[src/rtl/rowcopy_pkg.sv]
package rowcopy_pkg;
  typedef enum logic [1:0] {
    OP_NONE  = 2'd0,
    OP_ACT   = 2'd1,
    OP_PRE   = 2'd2,
    OP_DEACT = 2'd3
  } dramOp_e;

  typedef enum logic [1:0] {
    TSEL_RP  = 2'd0,
    TSEL_RAS = 2'd1,
    TSEL_GAP = 2'd2
  } tSel_e;

  typedef struct packed {
    logic    latch;
    logic    cntLoad;
    tSel_e   tSel;
    dramOp_e op;
    logic    useDst;
  } ctrlStrobe_t;
endpackage

[src/rtl/rcDatapath.sv]
module rcDatapath
  import rowcopy_pkg::*;
#(
  parameter int BANK_W = 3,
  parameter int SUB_W  = 4,
  parameter int LOC_W  = 5,
  parameter int T_RAS  = 6,
  parameter int T_RP   = 3,
  parameter int T_GAP  = 2,
  localparam int ROW_W = BANK_W + SUB_W + LOC_W,
  localparam int NBANK = 1 << BANK_W
) (
  input  logic                    clk,
  input  logic                    rstN,
  input  logic [ROW_W-1:0]        reqSrc,
  input  logic [ROW_W-1:0]        reqDst,
  input  logic [NBANK-1:0]        openMask,
  input  ctrlStrobe_t             strobe,
  output logic                    reqSame,
  output logic                    reqFast,
  output logic                    reqOpen,
  output logic                    cntZero,
  output logic                    cmdValid,
  output logic [1:0]              cmdOp,
  output logic [BANK_W-1:0]       cmdBank,
  output logic [SUB_W+LOC_W-1:0]  cmdRow,
  output logic [ROW_W-1:0]        fbSrc,
  output logic [ROW_W-1:0]        fbDst
);
  localparam int TMAX0 = (T_RAS > T_RP) ? T_RAS : T_RP;
  localparam int TMAX  = (TMAX0 > T_GAP) ? TMAX0 : T_GAP;
  localparam int CNT_W = $clog2(TMAX + 1);
  localparam int HI_W  = BANK_W + SUB_W;

  logic [ROW_W-1:0] srcQ, dstQ;
  logic [CNT_W-1:0] cnt, loadVal;

  // request classification, looked at only in the accept cycle
  assign reqSame = (reqSrc == reqDst);
  assign reqFast = (reqSrc[ROW_W-1 -: HI_W] == reqDst[ROW_W-1 -: HI_W]);
  assign reqOpen = openMask[reqSrc[ROW_W-1 -: BANK_W]];

  always_ff @(posedge clk) begin
    if (!rstN) begin
      srcQ <= '0;
      dstQ <= '0;
    end else if (strobe.latch) begin
      srcQ <= reqSrc;
      dstQ <= reqDst;
    end
  end

  always_comb begin
    case (strobe.tSel)
      TSEL_RAS: loadVal = CNT_W'(T_RAS - 1);
      TSEL_GAP: loadVal = CNT_W'(T_GAP - 1);
      default:  loadVal = CNT_W'(T_RP - 1);
    endcase
  end

  always_ff @(posedge clk) begin
    if (!rstN)                cnt <= '0;
    else if (strobe.cntLoad)  cnt <= loadVal;
    else if (cnt != '0)       cnt <= cnt - 1'b1;
  end
  assign cntZero = (cnt == '0);

  assign cmdValid = (strobe.op != OP_NONE);
  assign cmdOp    = strobe.op;
  assign cmdBank  = srcQ[ROW_W-1 -: BANK_W];
  assign cmdRow   = strobe.useDst ? dstQ[SUB_W+LOC_W-1:0] : srcQ[SUB_W+LOC_W-1:0];
  assign fbSrc    = srcQ;
  assign fbDst    = dstQ;
endmodule

[src/rtl/rcControl.sv]
module rcControl
  import rowcopy_pkg::*;
(
  input  logic        clk,
  input  logic        rstN,
  input  logic        reqValid,
  input  logic        reqSame,
  input  logic        reqFast,
  input  logic        reqOpen,
  input  logic        cntZero,
  input  logic        fbDone,
  output ctrlStrobe_t strobe,
  output logic        busy,
  output logic        done,
  output logic        fbValid
);
  typedef enum logic [3:0] {
    S_IDLE, S_PRE0, S_ACTS, S_DEACT, S_ACTD, S_PRE1, S_FIN, S_SAME, S_FB
  } state_e;

  state_e state, nextState;

  always_ff @(posedge clk) begin
    if (!rstN) state <= S_IDLE;
    else       state <= nextState;
  end

  always_comb begin
    strobe    = '{latch: 1'b0, cntLoad: 1'b0, tSel: TSEL_RP, op: OP_NONE, useDst: 1'b0};
    nextState = state;
    done      = 1'b0;
    fbValid   = 1'b0;
    case (state)
      S_IDLE: if (reqValid) begin
        strobe.latch = 1'b1;
        if (reqSame)      nextState = S_SAME;
        else if (reqFast) nextState = reqOpen ? S_PRE0 : S_ACTS;
        else              nextState = S_FB;
      end
      S_PRE0: if (cntZero) begin
        strobe.op = OP_PRE; strobe.cntLoad = 1'b1; strobe.tSel = TSEL_RP;
        nextState = S_ACTS;
      end
      S_ACTS: if (cntZero) begin
        strobe.op = OP_ACT; strobe.cntLoad = 1'b1; strobe.tSel = TSEL_RAS;
        nextState = S_DEACT;
      end
      S_DEACT: if (cntZero) begin
        strobe.op = OP_DEACT; strobe.cntLoad = 1'b1; strobe.tSel = TSEL_GAP;
        nextState = S_ACTD;
      end
      S_ACTD: if (cntZero) begin
        strobe.op = OP_ACT; strobe.useDst = 1'b1;
        strobe.cntLoad = 1'b1; strobe.tSel = TSEL_RAS;
        nextState = S_PRE1;
      end
      S_PRE1: if (cntZero) begin
        strobe.op = OP_PRE; strobe.useDst = 1'b1;
        strobe.cntLoad = 1'b1; strobe.tSel = TSEL_RP;
        nextState = S_FIN;
      end
      S_FIN: if (cntZero) begin
        done = 1'b1; nextState = S_IDLE;
      end
      S_SAME: begin
        done = 1'b1; nextState = S_IDLE;
      end
      S_FB: begin
        fbValid = 1'b1;
        if (fbDone) begin
          done = 1'b1; nextState = S_IDLE;
        end
      end
      default: nextState = S_IDLE;
    endcase
  end

  assign busy = (state != S_IDLE);
endmodule

[src/rtl/rowCopySeq.sv]
module rowCopySeq
  import rowcopy_pkg::*;
#(
  parameter int BANK_W = 3,
  parameter int SUB_W  = 4,
  parameter int LOC_W  = 5,
  parameter int T_RAS  = 6,
  parameter int T_RP   = 3,
  parameter int T_GAP  = 2,
  localparam int ROW_W = BANK_W + SUB_W + LOC_W,
  localparam int NBANK = 1 << BANK_W
) (
  input  logic                   clk,
  input  logic                   rstN,
  input  logic                   reqValid,
  input  logic [ROW_W-1:0]       reqSrc,
  input  logic [ROW_W-1:0]       reqDst,
  input  logic [NBANK-1:0]       openMask,
  input  logic                   fbDone,
  output logic                   busy,
  output logic                   cmdValid,
  output logic [1:0]             cmdOp,
  output logic [BANK_W-1:0]      cmdBank,
  output logic [SUB_W+LOC_W-1:0] cmdRow,
  output logic                   done,
  output logic                   fbValid,
  output logic [ROW_W-1:0]       fbSrc,
  output logic [ROW_W-1:0]       fbDst
);
  ctrlStrobe_t strobe;
  logic reqSame, reqFast, reqOpen, cntZero;

  rcControl uCtrl (
    .clk(clk), .rstN(rstN), .reqValid(reqValid), .reqSame(reqSame),
    .reqFast(reqFast), .reqOpen(reqOpen), .cntZero(cntZero), .fbDone(fbDone),
    .strobe(strobe), .busy(busy), .done(done), .fbValid(fbValid)
  );

  rcDatapath #(
    .BANK_W(BANK_W), .SUB_W(SUB_W), .LOC_W(LOC_W),
    .T_RAS(T_RAS), .T_RP(T_RP), .T_GAP(T_GAP)
  ) uData (
    .clk(clk), .rstN(rstN), .reqSrc(reqSrc), .reqDst(reqDst),
    .openMask(openMask), .strobe(strobe), .reqSame(reqSame),
    .reqFast(reqFast), .reqOpen(reqOpen), .cntZero(cntZero),
    .cmdValid(cmdValid), .cmdOp(cmdOp), .cmdBank(cmdBank), .cmdRow(cmdRow),
    .fbSrc(fbSrc), .fbDst(fbDst)
  );
endmodule

[config.mk]
export PLATFORM = sky130hd
export DESIGN_NAME = rowCopySeq
export DESIGN_NICKNAME = d
export VERILOG_FILES = /design/src/rtl/rowcopy_pkg.sv /design/src/rtl/rcDatapath.sv /design/src/rtl/rcControl.sv /design/src/rtl/rowCopySeq.sv
export SDC_FILE = /design/constraint.sdc
export NUM_CORES = 1
export LEC_CHECK = 0
export BUFFER_PORTS_ARGS = -buffer_cell sky130_fd_sc_hd__buf_2
export CORE_ASPECT_RATIO = 1.75
export CORE_MARGIN = 2
export CORE_UTILIZATION = 48
export CTS_BUF_LIST = sky130_fd_sc_hd__clkbuf_4 sky130_fd_sc_hd__clkbuf_8 sky130_fd_sc_hd__clkbuf_16
export CTS_CLUSTER_SIZE = 8
export DETAILED_ROUTE_END_ITERATION = 10
export GPL_TIMING_DRIVEN = 0
export PLACE_DENSITY = 0.8
export RECOVER_POWER = 50
export SKIP_CTS_REPAIR_TIMING = 1
export SLEW_MARGIN = 10
export SYNTH_ARGS = -nofsm -noshare
export SYNTH_HDL_FRONTEND = slang
export SYNTH_HIERARCHICAL = 1
export SYNTH_SLANG_ARGS = --single-unit
[constraint.sdc]
create_clock -name clk -period 5.2 [get_ports clk]
set_input_delay 1.04 -clock clk [delete_from_list [all_inputs] [get_ports clk]]
set_output_delay 1.04 -clock clk [all_outputs]
set_load 0.05 [all_outputs]
Word level (Yosys, flattened, before mapping)
Index checks and enable logic that the tools add are counted.

Memory bits (writable): 0. Word-level logic and storage cells: 64. Input port bits: 36. Output and inout port bits: 42. Register bits after elaboration: 31. Latch bits: 0. Memories: 0. ROM bits: 0.

$add $sub $neg: 1. Eq/ne operators: 20. Divide/modulo/power cells: 0. Shift operators: 0. Multiply operators: 0. Muxes and demuxes: 31. Reductions and logical operators: 7. Magnitude comparators: 1. Bitwise operators: 0.

Operators by type and width (number): 2-to-1 mux 4 bit (10); case mux 4 bit (8 select lines) (1); case mux 5 bit (5 select lines) (1); equality test 4 x 3 -> 1 bit, second input constant (4); != test 2 bit, second input constant (8); 2-to-1 mux 5 bit (3); equality test 12 bit (1); 2-to-1 mux 6 bit (2); 2-to-1 mux 9 bit (1); equality test 4 x 2 -> 1 bit, second input constant (2); AND reduction 8 bit (1); equality test 7 bit (1); 2-to-1 mux 1 bit (6); 2-to-1 mux 3 bit (2); case mux 3 bit (2 select lines) (1); equality test 4 x 1 -> 1 bit, second input constant (1); equality test 4 bit, second input constant (1); zero test 4 bit (1); < comparator 3 x 4 -> 1 bit, second input constant (1); nonzero test 2 bit (2); nonzero test 4 bit (1); binary-select mux 1 bit (select 3 bit) (1); zero test 3 bit (1); case mux 1 bit (3 select lines) (1); 6 further kinds (6).

Longest topological paths before layout
Gate-level depths: netlist (run 1).

Depth in word-level cells: 7. Mapped depth: 11. Mapped depth without buffers: 11.

By module
The synthesis (run 1) kept the hierarchy.

By module, submodules not included: rcDatapath (sequential area each 540.5 um^2, cells each 135, area each 1440.1 um^2, times used 1); rcControl (sequential area each 80.1 um^2, cells each 55, area each 415.4 um^2, times used 1).

Worst setup path after synthesis (run 1)
OpenSTA, ideal clock, no wires.

Path type: register to output. Start point: register uData.cnt[0]. End point: output done. Path slack: 2.201 ns. Arrival: 1.959 ns. Path buffers: 0. Cell stages (with the launch flop): 7. Data required time: 4.160 ns. Cell sequence: dfxtp_1 -> inv_1 -> ha_1 -> nand2b_1 -> inv_1 -> nor2_1 -> o31ai_1.

Cells in the longest elaborated chain, start to end: 3.

Ends and longest elaborated chain: start: declaration (RTL line rcDatapath.sv:36) `logic [CNT_W-1:0] cnt, loadVal;`; start signal: assignment (RTL line rcDatapath.sv:63) `else if (strobe.cntLoad) cnt <= loadVal;`; start signal: assignment (RTL line rcDatapath.sv:64) `else if (cnt != '0) cnt <= cnt - 1'b1;`; zero test 3 bit (RTL line rcDatapath.sv:66) `assign cntZero = (cnt == '0);`; net cntZero (RTL line rowCopySeq.sv:31) `logic reqSame, reqFast, reqOpen, cntZero;`; 2-to-1 mux 1 bit (RTL line rcControl.sv:62) `S_FIN: if (cntZero) begin`; case mux 1 bit (3 select lines) (RTL line rcControl.sv:33) `case (state)`; end: declaration (RTL line rowCopySeq.sv:25) `output logic done,`.

The timed path passes the listed nets, and every way through them passes these cells.

==> results of run 1 <==
[cells in the final DEF, fill, tap and decap left out, types with 2 or more instances in the layout]
cell       n
a21oi_1    2
nand2_1    5
clkbuf_1  31
mux2i_1   26
and2_1     3
nand2b_1   3
xor2_1     6
buf_2     54
nor2_1     9
nor3b_1    4
ha_1       3
buf_4      7
dfxtp_1   31
nor3_1     3
xnor2_1    8
nor2b_1   25
nand3_1    5
inv_1      7
clkbuf_8   7
o31ai_1    4
a211o_1    2
mux4_1     2
mux2_2    10
[per-layer routing]
| layer | part of all wire (%) | up-vias | global-route usage (%) |
|---|---|---|---|
| li1 | - | 819 | - |
| met1 | 36 | 789 | 22.1 |
| met2 | 56 | 50 | 39.3 |
| met3 | 5.9 | 6 | 5.00 |
| met4 | 1.6 | 0 | 8.11 |
| met5 | 0 | - | 0 |
[power breakdown]
part           switching, W  internal [W]  leakage, nW
Combinational      0.000166     0.0000976        0.760
Clock             0.0000924      0.000120       0.0505
Sequential        0.0000142      0.000261        0.255
[stage by stage]
step	total power [W]	instance area [sq um]
final	0.000752	2360
after global routing	0.000796	2360
after CTS	0.000762	2400
after detailed placement	0.000550	2300
after global placement	0.000544	2300
after floorplan	0.000486	1860
[layout make-up]
type,instances,share of cell area [%]
flip-flops and latches,31,26.3
inverters,8,1.27
plain buffers,15,3.60
clock inverters,1,0.318
well taps,46,2.44
repair buffers,77,15.0
clock buffers,7,4.08
multi-input cells,136,47.0
[how the worst max path moves through the flow]
stage                  from   endpoint  slack [ns]  cells past startpoint
2_1_floorplan  uData/cnt[0]       done        2.20                      6
3_3_place_gp   uData/cnt[0]  cmdRow[5]        1.86                      9
3_5_place_dp   uData/cnt[0]  cmdRow[1]        1.80                      9
4_1_cts        uData/cnt[0]  cmdRow[1]        1.49                      9
5_1_grt        uData/cnt[0]  cmdRow[8]        1.33                      9
6_report       uData/cnt[0]  cmdRow[5]        1.56                      9
[flip-flops by register name, indices dropped and copies added, names as in the netlist]
name,count
uData/fbSrc,12
uData/cnt,3
uData/fbDst,12
uCtrl/state,4
[cells by family after synthesis]
logic type | after synthesis | share of synthesized area, %
DFF | 31 | 33.4
adders and majority gates | 3 | 2.02
xor gates and xnor gates | 14 | 6.61
AOI/OAI and AO/OA | 16 | 7.42
buffers and inverters | 23 | 6.41
and+or+nand+nor | 64 | 20.4
muxes | 39 | 23.7
[worst min-delay path: stages (launching register included)]
cell and delay (ns):
dfxtp_1 0.31, mux2i_1 0.12, nor2b_1 0.06
==> reports/qor.yml, run 1 <==
pwr:
  peakVddDrop_mv: 0.258
  p_per_area_nw_per_um2: 318
  total_leakage_power_nw: 1.06
synth:
  synth_area_sq_um: 1860
  yosysMostFrequentCell: "dfxtp_1"
  async_flop_share_pct: 0
  synth.net_count: 229
  synth_seq_area_share_pct: 33.4
  synth_ff_type: "dfxtp_1"
  ys_warn_count: 6
  netlist.top_cell.by_area: "dfxtp_1"
  synthTopCellsByCount: "dfxtp_1 (31), mux2i_1 (26), nor2b_1 (25), mux2_2 (10), nor2_1 (9)"
  yosys-top-cells-area: "dfxtp_1 (33%), mux2i_1 (14%), nor2b_1 (8.4%), mux2_2 (6.1%), xnor2_1 (3.8%)"
  netlist.area_leader.share_pct: 33.4
  syn_inst: 190
  synth_edf_count: 0
  ys_seq_elements: 31
  syn_area_per_cell_sq_um: 9.77
  synth.distinct_cells: 40
critical_path:
  critPathKind: "reg -> out"
  cp.arrival_ns: 2.60
  critPathLaunchType: "register"
  required_ns: 4.16
  r2r_end: "uData/fbSrc[4]"
  reg2reg_slack_ns: 2.49
  cp_slowest_cell: "clkbuf_1"
  cp_top_family: "buffers and inverters"
  cp-end-kind: "output pin"
  r2r_cells: 7
  crit_buf_inv: 4
  r2r_start: "uCtrl/state[1]"
  crit_chain: "inv_1 -> ha_1 -> nand2b_1 -> inv_1 -> nand2b_1 -> nor3b_1 -> clkbuf_1 -> mux2_2 -> buf_2"
  critPathMaxFanout: 9
  critical-path-max-stage-delay_ns: 0.48
floorplanning:
  rows: 29
  fp.dieW_microns: 51
  initial_core_util_pct: 50.6
  fp.dieH_microns: 86.3
  pin_count: 78
  design.die.area_sq_um: 4400
  coreArea_sq_um: 3660
finish:
  fill_cells: 345
  drive_gt1_share_pct: 30.9
  stdcell_count: 321
  nNetsFinal: 313
  syn_to_final_growth_pct: 27.3
  multi_input_area_sq_um: 1110
  num_antenna_cells: 0
  postLayoutCoreUtil_pct: 64.5
  seq_area_sq_um: 621
sta:
  finalSetupViolations: 0
  period_share_pct: 70.1
  tns_ns: 0
  tightestPinTransition_ns: 0.837
  max_slew_margin_pct: 43.8
  holdWs_ns: 0.525
  final_hold_viol_count: 0
  finClkSkew_ns: 0.00762
  fmax_ghz: 0.274
  fin_crit_ns: 3.64
  slew_violations: 0
  rsz0062_at_grt: "false"
  setup_ws_ns: 1.56
drt:
  drt.antenna.violating_nets: 0
  first_iter_violations: 31
  drc: 0
  wl_per_cell_microns: 13.5
  drt_first_pass_iters: 4
  vias_per_cell: 5.18
  wl_microns: 4350
  via_count: 1664
clock_tree:
  cts_buffers: 5
  cts-root-buf: "clkbuf_8"
  cts_num_sinks: 31
  worstSkewPairLatency_ns: 0.28
  clockBufferDepth: 2
  htree_levels: 2
  clk_pin_slew_ns: 0.07
  cts_tree: "done"
placement:
  io_buffers: 77
  dp_hpwl_microns: 3450
  dp_slack_ns: 1.80
  gp_congestion: 0.769
  placed_cells: 313
worst_hold_path:
  hold_path_class: "reg -> reg"
  worstHoldStart: "uData/fbDst[10]"
  holdPathEnd: "uData/fbDst[10]"
  holdPathStages: 2
grt:
  antenna_found_initial: 0
  grt_max_degree: 16
  grt_overflow_total: 0
  grt_usage_pct: 21.1
  first_global_vias: 1553
  grt_pass1_wl_microns: 7000
flow_run:
  drv_cap: 0
run_status:
  status: "finished, final reports clean"
Note: power is estimated with default switching activity, not from simulation.
==> run 2: changes to the inputs <==
clock period = 3.5 ns   (was 5.2 ns; I/O delays follow)
==> reports/qor.yml, run 2 (synthesized netlist as in run 1, its figures left out) <==
clock_tree:
  cts-root-buf: "clkbuf_8"
  htree_levels: 2  # unchanged
  cts_num_sinks: 31  # unchanged
  clockBufferDepth: 2  # unchanged
  clk_pin_slew_ns: 0.07  # about the same
  cts_tree: "done"
  cts_buffers: 5  # unchanged
  worstSkewPairLatency_ns: 0.28  # about the same
critical_path:
  cp-end-kind: "output pin"
  critPathMaxFanout: 9  # unchanged
  required_ns: 2.80  # -1.36 ns
  r2r_cells: 7  # unchanged
  cp.arrival_ns: 2.40  # -0.20 ns
  critPathLaunchType: "register"
  crit_chain: "inv_1 -> ha_1 -> nand2b_1 -> inv_1 -> nand2b_1 -> nor3b_1 -> clkbuf_2 -> mux2_2 -> buf_2"
  cp_slowest_cell: "mux2_2"
  critical-path-max-stage-delay_ns: 0.37  # -0.11 ns
  critPathKind: "reg -> out"
finish:
  nNetsFinal: 313  # unchanged
  num_antenna_cells: 0  # unchanged
  final_cell_mix: "buf_2 (52), clkbuf_1 (32), dfxtp_1 (31)"
  drive_gt1_share_pct: 30.5  # -0.36 points
  postLayoutCoreUtil_pct: 64.4  # about the same
  fill_cells: 346  # +0.29%
  final_common_cell: "buf_2"
  stdcell_count: 321  # unchanged
  syn_to_final_growth_pct: 27.2  # about the same
drt:
  drt.antenna.violating_nets: 0  # unchanged
  first_iter_violations: 29  # -6.5%
  drc: 0  # unchanged
  vias_per_cell: 5.18  # -0.12%
  drt_first_pass_iters: 4  # unchanged
  via_count: 1662  # -0.12%
  wl_per_cell_microns: 13.6  # +0.28%
  wl_microns: 4360  # +0.28%
grt:
  antenna_found_initial: 0  # unchanged
  grt_overflow_total: 0  # unchanged
  first_global_vias: 1553  # unchanged
  grt_usage_pct: 21.1  # unchanged
  grt_max_degree: 16  # unchanged
  grt_pass1_wl_microns: 7000  # unchanged
sta:
  finalSetupViolations: 0  # unchanged
  slew_violations: 0  # unchanged
  tns_ns: 0  # unchanged
  holdWs_ns: 0.524  # -0.00119 ns
  tightestPinTransition_ns: 0.837  # +0.00000644 ns
  max_slew_margin_pct: 43.8  # about the same
  finClkSkew_ns: 0.00732  # -0.000297 ns
  period_share_pct: 88.5
  rsz0062_at_grt: "false"
  final_hold_viol_count: 0  # unchanged
  fin_crit_ns: 3.10
  setup_ws_ns: 0.404  # -1.15 ns
  fmax_ghz: 0.323
floorplanning:
  fp.dieW_microns: 51  # unchanged
  fp.dieH_microns: 86.3  # unchanged
  initial_core_util_pct: 50.6  # unchanged
  design.die.area_sq_um: 4400  # unchanged
  rows: 29  # unchanged
  coreArea_sq_um: 3660  # unchanged
  pin_count: 78  # unchanged
pwr:
  p_sw_share_pct: 36.3  # about the same
  internal-power_w: 0.000711  # +48%
  p_per_area_nw_per_um2: 473  # +49%
  seq_power_share_pct: 36.6  # about the same
  p_sw_w: 0.000406  # +49%
  peakVddDrop_mv: 0.383  # +49%
  combPwrFrac_pct: 35.1  # about the same
  p_clk_share_pct: 28.3  # about the same
  total_leakage_power_nw: 1.06  # -0.42%
placement:
  dp_slack_ns: 0.441  # -1.36 ns
  placed_cells: 313  # unchanged
  gp_congestion: 0.769  # unchanged
  dp_hpwl_microns: 3450  # unchanged
  io_buffers: 77  # unchanged
run_status:
  status: "finished, final reports clean"
flow_run:
  drv_cap: 0  # unchanged
worst_hold_path:
  holdPathStages: 2  # unchanged
  hold_path_class: "reg -> reg"
[run 2: area by class of cell]
class,count,area [sq um],share of cell area [%]
timing repair buffer,77,352,14.9
clock buffer,7,96.3,4.08
buffer,15,86.3,3.66
multi-input combinational,136,1110,47.1
sequential,31,621,26.3
inverter,8,30.0,1.27
clock inverter,1,7.51,0.318
tap,46,57.6,2.44
[run 2: routing by layer]
layer | GRT usage (%) | routed length (microns)
met1 | 22.1 | 1610
met2 | 39.3 | 2430
met3 | 5.00 | 248
met4 | 8.11 | 70
met5 | 0 | 0
[run 2: power by group through the flow]
stage | Combinational, W | Clock, W | Sequential [W]
floorplan | 0.000244 | 0 | 0.000477
global placement | 0.000392 | 0 | 0.000415
detailed placement | 0.000401 | 0 | 0.000416
CTS | 0.000402 | 0.000322 | 0.000409
global route | 0.000429 | 0.000339 | 0.000414
finish | 0.000391 | 0.000316 | 0.000409
[run 2: final timing paths]
check,from,endpoint,slack [ns]
setup / recovery,uData/cnt[0],cmdRow[5],0.40
hold / removal,uData/fbDst[10],uData/fbDst[10],0.52
setup reg to reg,uCtrl/state[1],uData/fbSrc[4],0.79
hold reg to reg,uData/fbDst[10],uData/fbDst[10],0.52
[run 2: stage by stage]
step	total power, W	cell area (sq um)
2_1_floorplan	0.000721	1860
3_3_place_gp	0.000808	2300
3_5_place_dp	0.000817	2300
4_1_cts	0.00113	2400
5_1_grt	0.00118	2360
6_report	0.00112	2360
[run 2: worst max-delay path, delay by kind of cell (launching register included)]
family                     cells  cell delay [ns]
buffers and inverters          4             0.74
and+or+nand+nor                3             0.50
muxes                          1             0.37
DFF                            1             0.32
adders and majority gates      1             0.17
